<file path="src/rtl/opbyte_decoder.sv">
module opbyte_decoder #(
  parameter int W = 8,
  parameter logic [7:0] ESC = 8'hCB
) (
  input  logic         clk,
  input  logic         rst,
  input  logic         in_valid,
  input  logic [W-1:0] in_byte,
  output logic         dec_strobe,
  output logic [4:0]   dec_class,
  output logic         dec_illegal,
  output logic         dec_prefixed,
  output logic [W-1:0] dec_raw,
  output logic [3:0]   dec_dst,
  output logic [3:0]   dec_src,
  output logic [2:0]   dec_pair,
  output logic [2:0]   dec_op,
  output logic [2:0]   dec_cond,
  output logic [7:0]   dec_vec,
  output logic         prefix_pending
);
  localparam logic [4:0] C_NOP = 5'd0, C_STOP = 5'd1, C_HALT = 5'd2, C_LD8 = 5'd3,
    C_LD16I = 5'd4, C_STSP = 5'd5, C_LDSPHL = 5'd6, C_INC8 = 5'd7, C_DEC8 = 5'd8,
    C_INC16 = 5'd9, C_DEC16 = 5'd10, C_ADD16 = 5'd11, C_ALU = 5'd12, C_ALU1 = 5'd13,
    C_JR = 5'd14, C_JP = 5'd15, C_JPHL = 5'd16, C_CALL = 5'd17, C_RET = 5'd18,
    C_RETI = 5'd19, C_RST = 5'd20, C_PUSH = 5'd21, C_POP = 5'd22, C_DI = 5'd23,
    C_EI = 5'd24, C_ADDSP = 5'd25, C_LDHLSP = 5'd26, C_MISS = 5'd27,
    C_SHIFT = 5'd28, C_BITT = 5'd29, C_BITR = 5'd30, C_BITS = 5'd31;
  localparam logic [3:0] O_A = 4'd7, O_IMM = 4'd8, O_ABS = 4'd9, O_HIMM = 4'd10,
    O_HC = 4'd11, O_IND = 4'd12;
  localparam logic [2:0] P_AF = 3'd4, CC_ALL = 3'd4;

  logic [1:0] x, p;
  logic [2:0] y, z;
  logic       q;
  assign x = in_byte[7:6];
  assign y = in_byte[5:3];
  assign z = in_byte[2:0];
  assign p = in_byte[5:4];
  assign q = in_byte[3];

  logic       esc_hit, emit;
  assign esc_hit = in_valid && !prefix_pending && (in_byte == ESC);
  assign emit    = in_valid && !esc_hit;

  logic [4:0] n_cls;
  logic [3:0] n_dst, n_src;
  logic [2:0] n_pair, n_op, n_cond;
  logic [7:0] n_vec;
  logic [2:0] pair_af;
  assign pair_af = (p == 2'd3) ? P_AF : {1'b0, p};

  always_comb begin
    n_cls = C_NOP; n_dst = '0; n_src = '0; n_pair = '0;
    n_op = '0; n_cond = '0; n_vec = '0;
    if (prefix_pending) begin
      n_dst = {1'b0, z};
      n_op  = y;
      case (x)
        2'd0: n_cls = C_SHIFT;
        2'd1: n_cls = C_BITT;
        2'd2: n_cls = C_BITR;
        default: n_cls = C_BITS;
      endcase
    end else begin
      case (x)
        2'd0: begin
          case (z)
            3'd0: begin
              case (y)
                3'd0: n_cls = C_NOP;
                3'd1: n_cls = C_STSP;
                3'd2: n_cls = C_STOP;
                default: begin
                  n_cls  = C_JR;
                  n_cond = (y == 3'd3) ? CC_ALL : {1'b0, y[1:0]};
                end
              endcase
            end
            3'd1: begin
              n_cls  = q ? C_ADD16 : C_LD16I;
              n_pair = {1'b0, p};
            end
            3'd2: begin
              n_cls = C_LD8;
              if (q) begin
                n_dst = O_A; n_src = O_IND + {2'b0, p};
              end else begin
                n_dst = O_IND + {2'b0, p}; n_src = O_A;
              end
            end
            3'd3: begin
              n_cls  = q ? C_DEC16 : C_INC16;
              n_pair = {1'b0, p};
            end
            3'd4: begin n_cls = C_INC8; n_dst = {1'b0, y}; end
            3'd5: begin n_cls = C_DEC8; n_dst = {1'b0, y}; end
            3'd6: begin n_cls = C_LD8; n_dst = {1'b0, y}; n_src = O_IMM; end
            default: begin n_cls = C_ALU1; n_op = y; end
          endcase
        end
        2'd1: begin
          if (y == 3'd6 && z == 3'd6) n_cls = C_HALT;
          else begin
            n_cls = C_LD8; n_dst = {1'b0, y}; n_src = {1'b0, z};
          end
        end
        2'd2: begin
          n_cls = C_ALU; n_op = y; n_src = {1'b0, z};
        end
        default: begin
          case (z)
            3'd0: begin
              if (!y[2]) begin
                n_cls = C_RET; n_cond = {1'b0, y[1:0]};
              end else begin
                case (y[1:0])
                  2'd0: begin n_cls = C_LD8; n_dst = O_HIMM; n_src = O_A; end
                  2'd1: n_cls = C_ADDSP;
                  2'd2: begin n_cls = C_LD8; n_dst = O_A; n_src = O_HIMM; end
                  default: n_cls = C_LDHLSP;
                endcase
              end
            end
            3'd1: begin
              if (!q) begin
                n_cls = C_POP; n_pair = pair_af;
              end else begin
                case (p)
                  2'd0: begin n_cls = C_RET; n_cond = CC_ALL; end
                  2'd1: n_cls = C_RETI;
                  2'd2: n_cls = C_JPHL;
                  default: n_cls = C_LDSPHL;
                endcase
              end
            end
            3'd2: begin
              if (!y[2]) begin
                n_cls = C_JP; n_cond = {1'b0, y[1:0]};
              end else begin
                n_cls = C_LD8;
                case (y[1:0])
                  2'd0: begin n_dst = O_HC;  n_src = O_A; end
                  2'd1: begin n_dst = O_ABS; n_src = O_A; end
                  2'd2: begin n_dst = O_A;   n_src = O_HC; end
                  default: begin n_dst = O_A; n_src = O_ABS; end
                endcase
              end
            end
            3'd3: begin
              case (y)
                3'd0: begin n_cls = C_JP; n_cond = CC_ALL; end
                3'd1: n_cls = C_NOP;
                3'd6: n_cls = C_DI;
                3'd7: n_cls = C_EI;
                default: n_cls = C_MISS;
              endcase
            end
            3'd4: begin
              if (!y[2]) begin
                n_cls = C_CALL; n_cond = {1'b0, y[1:0]};
              end else n_cls = C_MISS;
            end
            3'd5: begin
              if (!q) begin
                n_cls = C_PUSH; n_pair = pair_af;
              end else if (p == 2'd0) begin
                n_cls = C_CALL; n_cond = CC_ALL;
              end else n_cls = C_MISS;
            end
            3'd6: begin n_cls = C_ALU; n_op = y; n_src = O_IMM; end
            default: begin n_cls = C_RST; n_vec = {2'b0, y, 3'b0}; end
          endcase
        end
      endcase
    end
  end

  always_ff @(posedge clk) begin
    if (rst) begin
      prefix_pending <= 1'b0;
      dec_strobe     <= 1'b0;
      dec_class      <= C_NOP;
      dec_illegal    <= 1'b0;
      dec_prefixed   <= 1'b0;
      dec_raw        <= '0;
      dec_dst        <= '0;
      dec_src        <= '0;
      dec_pair       <= '0;
      dec_op         <= '0;
      dec_cond       <= '0;
      dec_vec        <= '0;
    end else begin
      dec_strobe <= emit;
      if (esc_hit) prefix_pending <= 1'b1;
      else if (in_valid) prefix_pending <= 1'b0;
      if (emit) begin
        dec_class    <= n_cls;
        dec_illegal  <= !prefix_pending && (n_cls == C_MISS);
        dec_prefixed <= prefix_pending;
        dec_raw      <= in_byte;
        dec_dst      <= n_dst;
        dec_src      <= n_src;
        dec_pair     <= n_pair;
        dec_op       <= n_op;
        dec_cond     <= n_cond;
        dec_vec      <= n_vec;
      end
    end
  end

  AST_ESC_NO_STROBE: assert property (@(posedge clk) disable iff (rst)
    (in_valid && !prefix_pending && in_byte == ESC) |=> (!dec_strobe && prefix_pending));
  AST_ESC_CONSUMED: assert property (@(posedge clk) disable iff (rst)
    (in_valid && prefix_pending) |=> (dec_strobe && dec_prefixed && !prefix_pending));
  AST_PENDING_HOLD: assert property (@(posedge clk) disable iff (rst)
    !in_valid |=> $stable(prefix_pending));
  AST_IDLE_QUIET: assert property (@(posedge clk) disable iff (rst)
    !in_valid |=> !dec_strobe);
  AST_HALT_SLOT: assert property (@(posedge clk) disable iff (rst)
    (in_valid && !prefix_pending && in_byte == 8'h76) |=> (dec_class == C_HALT));
  AST_ILLEGAL_MATCH: assert property (@(posedge clk) disable iff (rst)
    dec_strobe |-> (dec_illegal == (dec_class == C_MISS)));
  AST_RAW_ECHO: assert property (@(posedge clk) disable iff (rst)
    (in_valid && !(in_byte == ESC && !prefix_pending)) |=> (dec_raw == $past(in_byte)));
  AST_RESET_CLEARS: assert property (@(posedge clk)
    rst |=> (!dec_strobe && !prefix_pending));
endmodule

</file>
<file path="config.mk">
export PLATFORM = sky130hd
export DESIGN_NAME = opbyte_decoder
export DESIGN_NICKNAME = d
export VERILOG_FILES = /design/src/rtl/opbyte_decoder.sv
export SDC_FILE = /design/constraint.sdc
export NUM_CORES = 1
export LEC_CHECK = 0
export BUFFER_PORTS_ARGS = -buffer_cell sky130_fd_sc_hd__buf_4
export CORE_ASPECT_RATIO = 0.5
export CORE_MARGIN = 3
export CORE_UTILIZATION = 40
export CTS_CLUSTER_DIAMETER = 120
export DETAILED_ROUTE_END_ITERATION = 8
export PLACE_DENSITY = 0.61
export SYNTH_ARGS = -nofsm -noshare
export SYNTH_HDL_FRONTEND = slang
export SYNTH_SLANG_ARGS = --single-unit
</file>
<file path="constraint.sdc">
create_clock -name clk -period 2.9 [get_ports clk]
set_input_delay 0.29 -clock clk [delete_from_list [all_inputs] [get_ports clk]]
set_output_delay 0.29 -clock clk [all_outputs]
set_load 0.02 [all_outputs]
</file>
==> impl_metrics.py, run 1 <==
metrics = {
    "place": {
        "placed_cell_area_um2": 2690,
        "place_ws_ns": 0.775,
        "io_buffers": 47,
        "hpwl_um": 5250,
        "gp_congestion": 0.940,
        "placed_cells": 417,
    },
    "routing": {
        "via_count": 2563,
        "routed_wl_um": 7490,
        "firstDrtPassIters": 5,
        "wire_per_inst_um": 17.7,
        "drc": 0,
        "postRouteAntennaNets": 0,
        "drtIter0Drc": 353,
        "via_per_inst": 6.04,
    },
    "global_route": {
        "overflow": 0,
        "antenna_found_initial": 0,
        "grt_pass1_vias": 2241,
        "grt_pass1_wl_um": 12300,
        "grt_usage": 0.223,
        "grt_max_degree": 40,
    },
    "clocking": {
        "cts_sinks": 37,
        "cts_buffer_depth": 2,
        "clkLatencyLatePin_ns": 0.28,
        "numCtsBuffers": 5,
        "cts.htree.levels": 2,
        "cts.repair.resized": 0,
        "tritoncts": "built",
        "cts_root_buf": "clkbuf_16",
        "post_cts_buffers": 0,
        "clkTransAtPathRegs_ns": 0.06,
        "holdBufCountCts": 0,
    },
    "pwr": {
        "pwr-share-seq": 0.378,
        "switching_power_uw": 402,
        "power_leakage_nw": 1.12,
        "cellPowerDensity_nw_per_um2": 498,
        "power_frac_comb": 0.197,
        "p_int_mw": 1.02,
        "clockPowerShare": 0.424,
        "fin_total_pwr_mw": 1.42,
        "peakVddDrop_uv": 231,
        "swShare": 0.283,
    },
    "timing": {
        "tightest_slew_ns": 0.712,
        "rsz0062_at_grt": "no",
        "relSlewSlack": 0.525,
        "hold_viol_final": 0,
        "slew_viol_final": 0,
        "finalWorstSetupSlack_ns": 1.02,
        "setup_viol": 0,
        "finalCritPeriodShare": 0.647,
        "fmax_mhz": 533,
        "tns_ns": 0,
        "skew_ns": 0.00164,
        "hold_ws_ns": 0.328,
        "period_minus_slack_ns": 1.88,
    },
    "setup_path": {
        "cp.required_ns": 3.11,
        "cp-end-kind": "register",
        "r2r-start": "prefix_pending",
        "rr_endpoint": "dec_dst[1]",
        "cp_max_fo": 21,
        "rrSetupSlack_ns": 1.17,
        "critical_path_class": "in -> reg",
        "worst_ep_arrival_time_ns": 2.09,
        "r2r_cells": 5,
        "cp-start-kind": "primary input",
    },
    "synthesis": {
        "ys.flop_type": "dfxtp_1",
        "ys_top_cells_by_area": "dfxtp_1, a21oi_1, nand2_1",
        "syn_area_um2": 2430,
        "synth_top_area_share": 0.304,
        "ys.warnings.count": 0,
        "synth_compound_area_frac": 0.307,
        "synth_seq_area_share": 0.304,
        "synth-seq-cells": 37,
        "avgSynthCellArea_um2": 7.42,
        "muxShareOfSynthArea": 0,
        "synth_area_leader_cell": "dfxtp_1",
        "synth_edf_count": 0,
        "synthArstFlopShare": 0,
        "synth_fa_ha_area_frac": 0,
        "synth_top_family_by_area": "compound AO/OA/AOI/OAI gates",
        "syn_inst": 328,
        "synth-xor-area-share": 0.00360,
        "synthSimpleGateAreaFrac": 0.280,
        "yosysUniqueCellTypes": 63,
    },
    "die": {
        "core_area_um2": 5680,
        "boundaryPins": 53,
        "dieArea_um2": 7120,
        "start_util": 0.429,
        "die_h_um": 61.2,
        "rows": 19,
        "die_x_um": 116,
    },
    "worst_hold_path": {
        "min_path_type": "in -> reg",
        "hold_depth": 3,
        "worstHoldStart": "in_valid",
        "min_delay_worst_endpoint": "dec_raw[4]",
    },
    "finish": {
        "drive_above_1_share": 0.205,
        "nets": 362,
        "final_util": 0.502,
        "antenna-diode-count": 0,
        "fin_cells": 424,
        "area_delta_synth_final_pct": 17.1,
        "final_area_um2": 2850,
    },
    "status": {
        "outcome": "completed",
    },
    "flow_run": {
        "cap_violations": 0,
    },
}
-- flip-flops by register name (all words and copies together) (netlist names), 3 cells and up --
signal     cells
dec_vec        3
dec_class      5
dec_pair       3
dec_cond       3
dec_src        4
dec_raw        8
dec_op         3
dec_dst        4
-- power by group through the flow --
stage / registers, mW / clock network [mW] / logic, mW
detailed placement: 0.548 / 0 / 0.274
floorplan: 0.571 / 0 / 0.181
finish: 0.537 / 0.602 / 0.280
CTS: 0.537 / 0.609 / 0.275
global route: 0.539 / 0.635 / 0.305
global placement: 0.548 / 0 / 0.275
-- cell usage after synthesis (2+ instances only) --
master / number
nand2_1: 44
a21oi_1: 38
dfxtp_1: 37
nor2_1: 33
o21ai_0: 18
buf_2: 16
nand3_1: 15
nor2b_1: 11
buf_4: 9
clkbuf_1: 8
a32oi_1: 7
a31oi_1: 5
buf_6: 4
inv_1: 4
nand2b_1: 4
nand3b_1: 4
nand4_1: 4
nor3_1: 4
o221ai_1: 4
a211oi_1: 3
a22oi_1: 3
and2_1: 3
a211o_1: 2
a21o_1: 2
a311oi_1: 2
and2b_1: 2
inv_2: 2
nor3_2: 2
o22ai_1: 2
o31ai_1: 2
o32a_1: 2
-- critical path: stages --
cell and delay, ns:
buf_4 0.19, and2_1 0.27, nand2b_1 0.23, o21a_1 0.61
nand2_1 0.18, o2bb2ai_1 0.17, a21oi_1 0.14
-- how the worst max path moves through the flow --
stage                        start          end  slack (ns)  cells past startpoint
floorplan           prefix_pending  dec_illegal        1.35                      5
detailed placement      in_byte[2]   dec_dst[0]        0.78                      7
global placement        in_byte[6]   dec_dst[0]        0.82                      7
CTS                     in_byte[2]   dec_dst[0]        1.05                      7
global route            in_byte[2]   dec_dst[0]        0.82                      7
finish                  in_byte[7]   dec_dst[0]        1.02                      7
-- cell families (layout without fill, tap and decap cells) --
group,after synthesis,in the layout
xor+xnor,1,1
compound gates,108,108
other cells,1,5
simple gates,136,136
flops,37,37
buf+inv,45,64
-- metal layers --
metal	GRT usage	vias up	part of all wire
li1	-	1217	-
met1	0.353	1174	0.49
met2	0.288	164	0.39
met3	0.0510	8	0.12
met4	0.0711	0	0.011
met5	0	-	0
-- cell type report --
type / instances / area [µm²]
multi-input cells: 250 / 1460
clock buffers: 5 / 125
flip-flops and latches: 37 / 741
inverters: 7 / 26.3
clock inverters: 2 / 35.0
fillers: 550 / 2830
well taps: 73 / 91.3
repair buffers: 50 / 375
-- cell usage in the layout, fill, tap and decap left out, types with 7 or more instances in the layout --
cell type / count
buf_4: 50
nand2_1: 44
a21oi_1: 38
dfxtp_1: 37
nor2_1: 33
o21ai_0: 18
nand3_1: 15
nor2b_1: 11
a32oi_1: 7
No activity file was read; power rests on OpenSTA's default activity.
==> inputs of run 2 (changes only) <==
--- a/config.mk
+++ b/config.mk
@@ -11,7 +11,7 @@
 export CORE_UTILIZATION = 40
 export CTS_CLUSTER_DIAMETER = 120
 export DETAILED_ROUTE_END_ITERATION = 8
-export PLACE_DENSITY = 0.61
+export PLACE_DENSITY = 0.63
 export SYNTH_ARGS = -nofsm -noshare
 export SYNTH_HDL_FRONTEND = slang
 export SYNTH_SLANG_ARGS = --single-unit
==> constraint.sdc (replaced) <==
create_clock -name clk -period 1.6 [get_ports clk]
set_input_delay 0.16 -clock clk [delete_from_list [all_inputs] [get_ports clk]]
set_output_delay 0.16 -clock clk [all_outputs]
set_load 0.02 [all_outputs]
==> impl_metrics.py, run 2 (same netlist as run 1, synthesis figures left out) <==
metrics = {
    "status": {
        "outcome": "completed",
    },
    "die": {
        "rows": 19,
        "core_area_um2": 5680,
        "start_util": 0.429,
        "die_x_um": 116,
        "die_h_um": 61.2,
        "dieArea_um2": 7120,
        "boundaryPins": 53,
    },
    "finish": {
        "final_common_cell": "buf_4",
        "largest_register": "dec_raw",
        "n_fill_cell": 553,
        "nets": 409,
        "antenna-diode-count": 0,
        "final_area_um2": 3220,
        "largest_register_ffs": 8,
        "reg.largest.list": "dec_raw (8), dec_class (5)",
        "area_delta_synth_final_pct": 32.1,
        "fin_cells": 471,
        "drive_above_1_share": 0.302,
        "layout_common_cells": "buf_4, nand2_1, a21oi_1, dfxtp_1, nor2_1",
    },
    "place": {
        "placed_cell_area_um2": 3070,
        "gp_congestion": 0.901,
        "placed_cells": 464,
        "place_ws_ns": -0.0956,
        "io_buffers": 47,
        "hpwl_um": 6120,
    },
    "timing": {
        "slew_viol_final": 0,
        "rsz0062_at_grt": "no",
        "tns_ns": 0,
        "fmax_mhz": 659,
        "period_minus_slack_ns": 1.52,
        "relSlewSlack": 0.644,
        "tightest_slew_ns": 0.533,
        "finalWorstSetupSlack_ns": 0.0836,
        "hold_viol_final": 0,
        "setup_viol": 0,
        "finalCritPeriodShare": 0.948,
        "skew_ns": 0.00431,
    },
    "setup_path": {
        "cp-end-kind": "register",
        "max_stage_delay_ns": 0.37,
        "cp_max_fo": 11,
        "cp.required_ns": 1.79,
        "cp-start-kind": "register",
        "critical_path_class": "reg -> reg",
        "cp_cell_sequence": "buf_4 > nand2b_1 > o21a_1 > buf_12 > nor2_1 > a311oi_1",
        "worst_ep_arrival_time_ns": 1.70,
        "cp_slowest_cell": "dfxtp_2",
    },
    "clocking": {
        "cts_buffer_depth": 2,
        "numCtsBuffers": 5,
        "clkLatencyLatePin_ns": 0.28,
        "cts_root_buf": "clkbuf_16",
        "cts.htree.levels": 2,
        "clkTransAtPathRegs_ns": 0.06,
        "holdBufCountCts": 0,
        "post_cts_buffers": 0,
        "cts_sinks": 37,
        "tritoncts": "built",
    },
    "global_route": {
        "grt_pass1_wl_um": 12700,
        "overflow": 0,
        "antenna_found_initial": 0,
        "grt_max_degree": 40,
        "grt_usage": 0.230,
        "grt_pass1_vias": 2471,
    },
    "routing": {
        "drc": 0,
        "wire_per_inst_um": 17.2,
        "firstDrtPassIters": 4,
        "postRouteAntennaNets": 0,
        "via_per_inst": 5.89,
        "via_count": 2773,
        "drtIter0Drc": 257,
        "routed_wl_um": 8080,
    },
    "pwr": {
        "power_leakage_nw": 1.34,
        "peakVddDrop_uv": 391,
        "cellPowerDensity_nw_per_um2": 792,
    },
    "worst_hold_path": {
        "min_path_type": "in -> reg",
    },
    "flow_run": {
        "cap_violations": 0,
    },
}
run 2: cell count changes in the layout (fill, tap and decap cells not counted), sizes merged:
cell      previous run  this run
clkinv               2         1
clkinvlp             0         1
bufinv               1         0
buf                 50        97
clkbuf               5         6
run 2: per-stage QoR:
stage	utilization	total power, mW	hold WS [ns]
floorplan	-	1.36	0.323
global placement	0.540	1.59	0.442
detailed placement	0.540	1.59	0.449
CTS	0.566	2.55	0.202
global route	0.566	2.65	0.212
finish	0.566	2.55	0.205
run 2: cell type report:
class                           count  area [µm²]  share of cell area
Sequential cell                    37         742               0.231
Tap cell                           73        91.3              0.0284
Clock buffer                        6         139              0.0432
Timing Repair Buffer               97         753               0.234
Inverter                            7        26.3             0.00817
Clock inverter                      1        7.51             0.00233
Multi-Input combinational cell    250        1460               0.453
run 2: critical path, delay by kind of cell, from the launching register on:
kind,cells,cell delay (ns)
AOI/OAI and AO/OA,2,0.49
buffers and inverters,2,0.30
and+or+nand+nor,2,0.26
DFF,1,0.37
run 2: path summary, 6_finish.rpt:
kind	start	cells after the start	slack [ns]	end
max	prefix_pending	6	0.08	dec_class[3]
min	in_valid	3	0.21	dec_raw[4]
max reg2reg	prefix_pending	6	0.08	dec_class[3]
min reg2reg	dec_cond[1]	2	0.45	dec_cond[1]
run 2: what timing repair did:
item	in CTS	in global routing
resized for setup	0	1
endpoints found under the hold margin	0	0
setup endpoints to repair	0	9
run 2: report_power, final:
group / internal (mW) / leakage, nW / switching, mW
clock network: 0.610 / 0.0690 / 0.355
logic: 0.242 / 0.973 / 0.364
registers: 0.957 / 0.303 / 0.0178
run 2: routing by layer:
layer	up-vias	GRT usage	part of all wire
met5	-	0	0
met4	0	0.0463	0.012
met3	11	0.0540	0.12
met2	168	0.363	0.41
met1	1286	0.326	0.46
li1	1308	-	-
==> inputs of run 3 (changes only) <==
--- a/config.mk
+++ b/config.mk
@@ -8,10 +8,10 @@
 export BUFFER_PORTS_ARGS = -buffer_cell sky130_fd_sc_hd__buf_4
 export CORE_ASPECT_RATIO = 0.5
 export CORE_MARGIN = 3
-export CORE_UTILIZATION = 40
+export CORE_UTILIZATION = 49
 export CTS_CLUSTER_DIAMETER = 120
 export DETAILED_ROUTE_END_ITERATION = 8
-export PLACE_DENSITY = 0.63
+export PLACE_DENSITY = 0.75
 export SYNTH_ARGS = -nofsm -noshare
 export SYNTH_HDL_FRONTEND = slang
 export SYNTH_SLANG_ARGS = --single-unit
==> impl_metrics.py, run 3 (same netlist as run 1, synthesis figures left out) <==
metrics = {
    "die": {
        "boundaryPins": 53,
        "die_h_um": 55.8,
        "core_area_um2": 4590,
        "start_util": 0.530,
        "die_x_um": 106,
        "rows": 17,
        "dieArea_um2": 5900,
    },
    "finish": {
        "final_common_cell": "buf_4",
        "nets": 416,
        "fin_cells": 472,
        "layout_common_cells": "buf_4, nand2_1, a21oi_1, dfxtp_1, nor2_1",
        "drive_above_1_share": 0.315,
        "antenna-diode-count": 0,
        "largest_register": "dec_raw",
        "reg.largest.list": "dec_raw (8), dec_class (5)",
        "final_util": 0.708,
        "largest_register_ffs": 8,
        "area_delta_synth_final_pct": 33.6,
        "n_fill_cell": 381,
        "final_area_um2": 3250,
    },
    "place": {
        "place_ws_ns": -0.126,
        "io_buffers": 47,
        "hpwl_um": 6080,
        "gp_congestion": 1.00,
        "placed_cells": 464,
        "placed_cell_area_um2": 3110,
    },
    "routing": {
        "via_per_inst": 5.93,
        "firstDrtPassIters": 5,
        "routed_wl_um": 7970,
        "wire_per_inst_um": 16.9,
        "via_count": 2800,
        "drc": 0,
        "postRouteAntennaNets": 0,
        "drtIter0Drc": 296,
    },
    "pwr": {
        "cellPowerDensity_nw_per_um2": 797,
        "peakVddDrop_uv": 481,
        "fin_total_pwr_mw": 2.59,
        "power_leakage_nw": 1.38,
    },
    "worst_hold_path": {
        "hold_depth": 3,
        "min_delay_worst_endpoint": "dec_prefixed",
        "min_path_type": "in -> reg",
        "worstHoldStart": "in_valid",
    },
    "timing": {
        "relSlewSlack": 0.670,
        "hold_viol_final": 0,
        "tightest_slew_ns": 0.492,
        "setup_viol": 0,
        "finalWorstSetupSlack_ns": 0.126,
        "period_minus_slack_ns": 1.47,
        "slew_viol_final": 0,
        "hold_ws_ns": 0.179,
        "rsz0062_at_grt": "no",
        "skew_ns": 0.0139,
        "finalCritPeriodShare": 0.921,
        "tns_ns": 0,
        "fmax_mhz": 678,
    },
    "setup_path": {
        "cp.required_ns": 1.82,
        "worst_ep_arrival_time_ns": 1.70,
        "r2r-start": "prefix_pending",
        "max_stage_delay_ns": 0.36,
        "cp_slowest_cell": "dfxtp_1",
        "cp-end-kind": "register",
        "rr_endpoint": "dec_illegal",
        "r2r_cells": 6,
        "rrSetupSlack_ns": 0.13,
        "cp_cell_sequence": "buf_4 > buf_4 > a31oi_1 > o21ai_0 > nand2b_1 > o31ai_2",
        "cp-start-kind": "register",
        "cp_max_fo": 7,
        "critical_path_class": "reg -> reg",
        "cpMostUsedCell": "buf_4",
    },
    "clocking": {
        "cts_sinks": 37,
        "cts_buffer_depth": 2,
        "tritoncts": "built",
        "holdBufCountCts": 0,
        "cts_root_buf": "clkbuf_8",
        "cts.htree.levels": 2,
        "clkTransAtPathRegs_ns": 0.09,
        "clkLatencyLatePin_ns": 0.31,
        "numCtsBuffers": 5,
    },
    "global_route": {
        "grt_max_degree": 40,
        "antenna_found_initial": 0,
        "grt_pass1_vias": 2633,
        "grt_pass1_wl_um": 13200,
        "overflow": 0,
        "grt_usage": 0.276,
    },
    "status": {
        "outcome": "completed",
    },
    "flow_run": {
        "cap_violations": 0,
    },
}
run 3: per-layer routing:
metal	GRT usage	routed length (µm)	vias to the layer above
li1	-	-	1331
met3	0.0463	765	15
met5	0	0	-
met2	0.409	3250	159
met1	0.399	3800	1295
met4	0.103	153	0
run 3: worst max-delay path, delay by kind of cell (launching register included):
kind | cells | cell delay [ns]
AOI/OAI and AO/OA | 3 | 0.51
buffers and inverters | 2 | 0.32
and+or+nand+nor | 1 | 0.20
DFF | 1 | 0.36
run 3: layout make-up:
cell class,instances,area (µm²),share of cell area
multi-input cells,250,1460,0.449
inverters,7,26.3,0.00808
well taps,66,82.6,0.0254
repair buffers,104,806,0.248
flip-flops and latches,37,741,0.228
clock inverters,3,68.8,0.0212
clock buffers,5,68.8,0.0212
run 3: timing repair:
item,in CTS,in global routing
setup buffers,0,0
setup endpoints to repair,0,5
gates resized for setup,0,1
run 3: worst max path at each step:
stage	start	endpoint	slack (ns)
detailed placement	in_byte[5]	dec_class[0]	-0.13
CTS	prefix_pending	dec_dst[1]	0.03
global route	prefix_pending	dec_src[3]	0.01
floorplan	prefix_pending	dec_illegal	0.05
global placement	in_byte[5]	dec_class[0]	-0.13
finish	prefix_pending	dec_illegal	0.13
run 3: power by group:
group / switching, mW / internal, mW
sequential: 0.0185 / 0.955
combinational: 0.364 / 0.253
clock: 0.373 / 0.628
total: 0.755 / 1.84
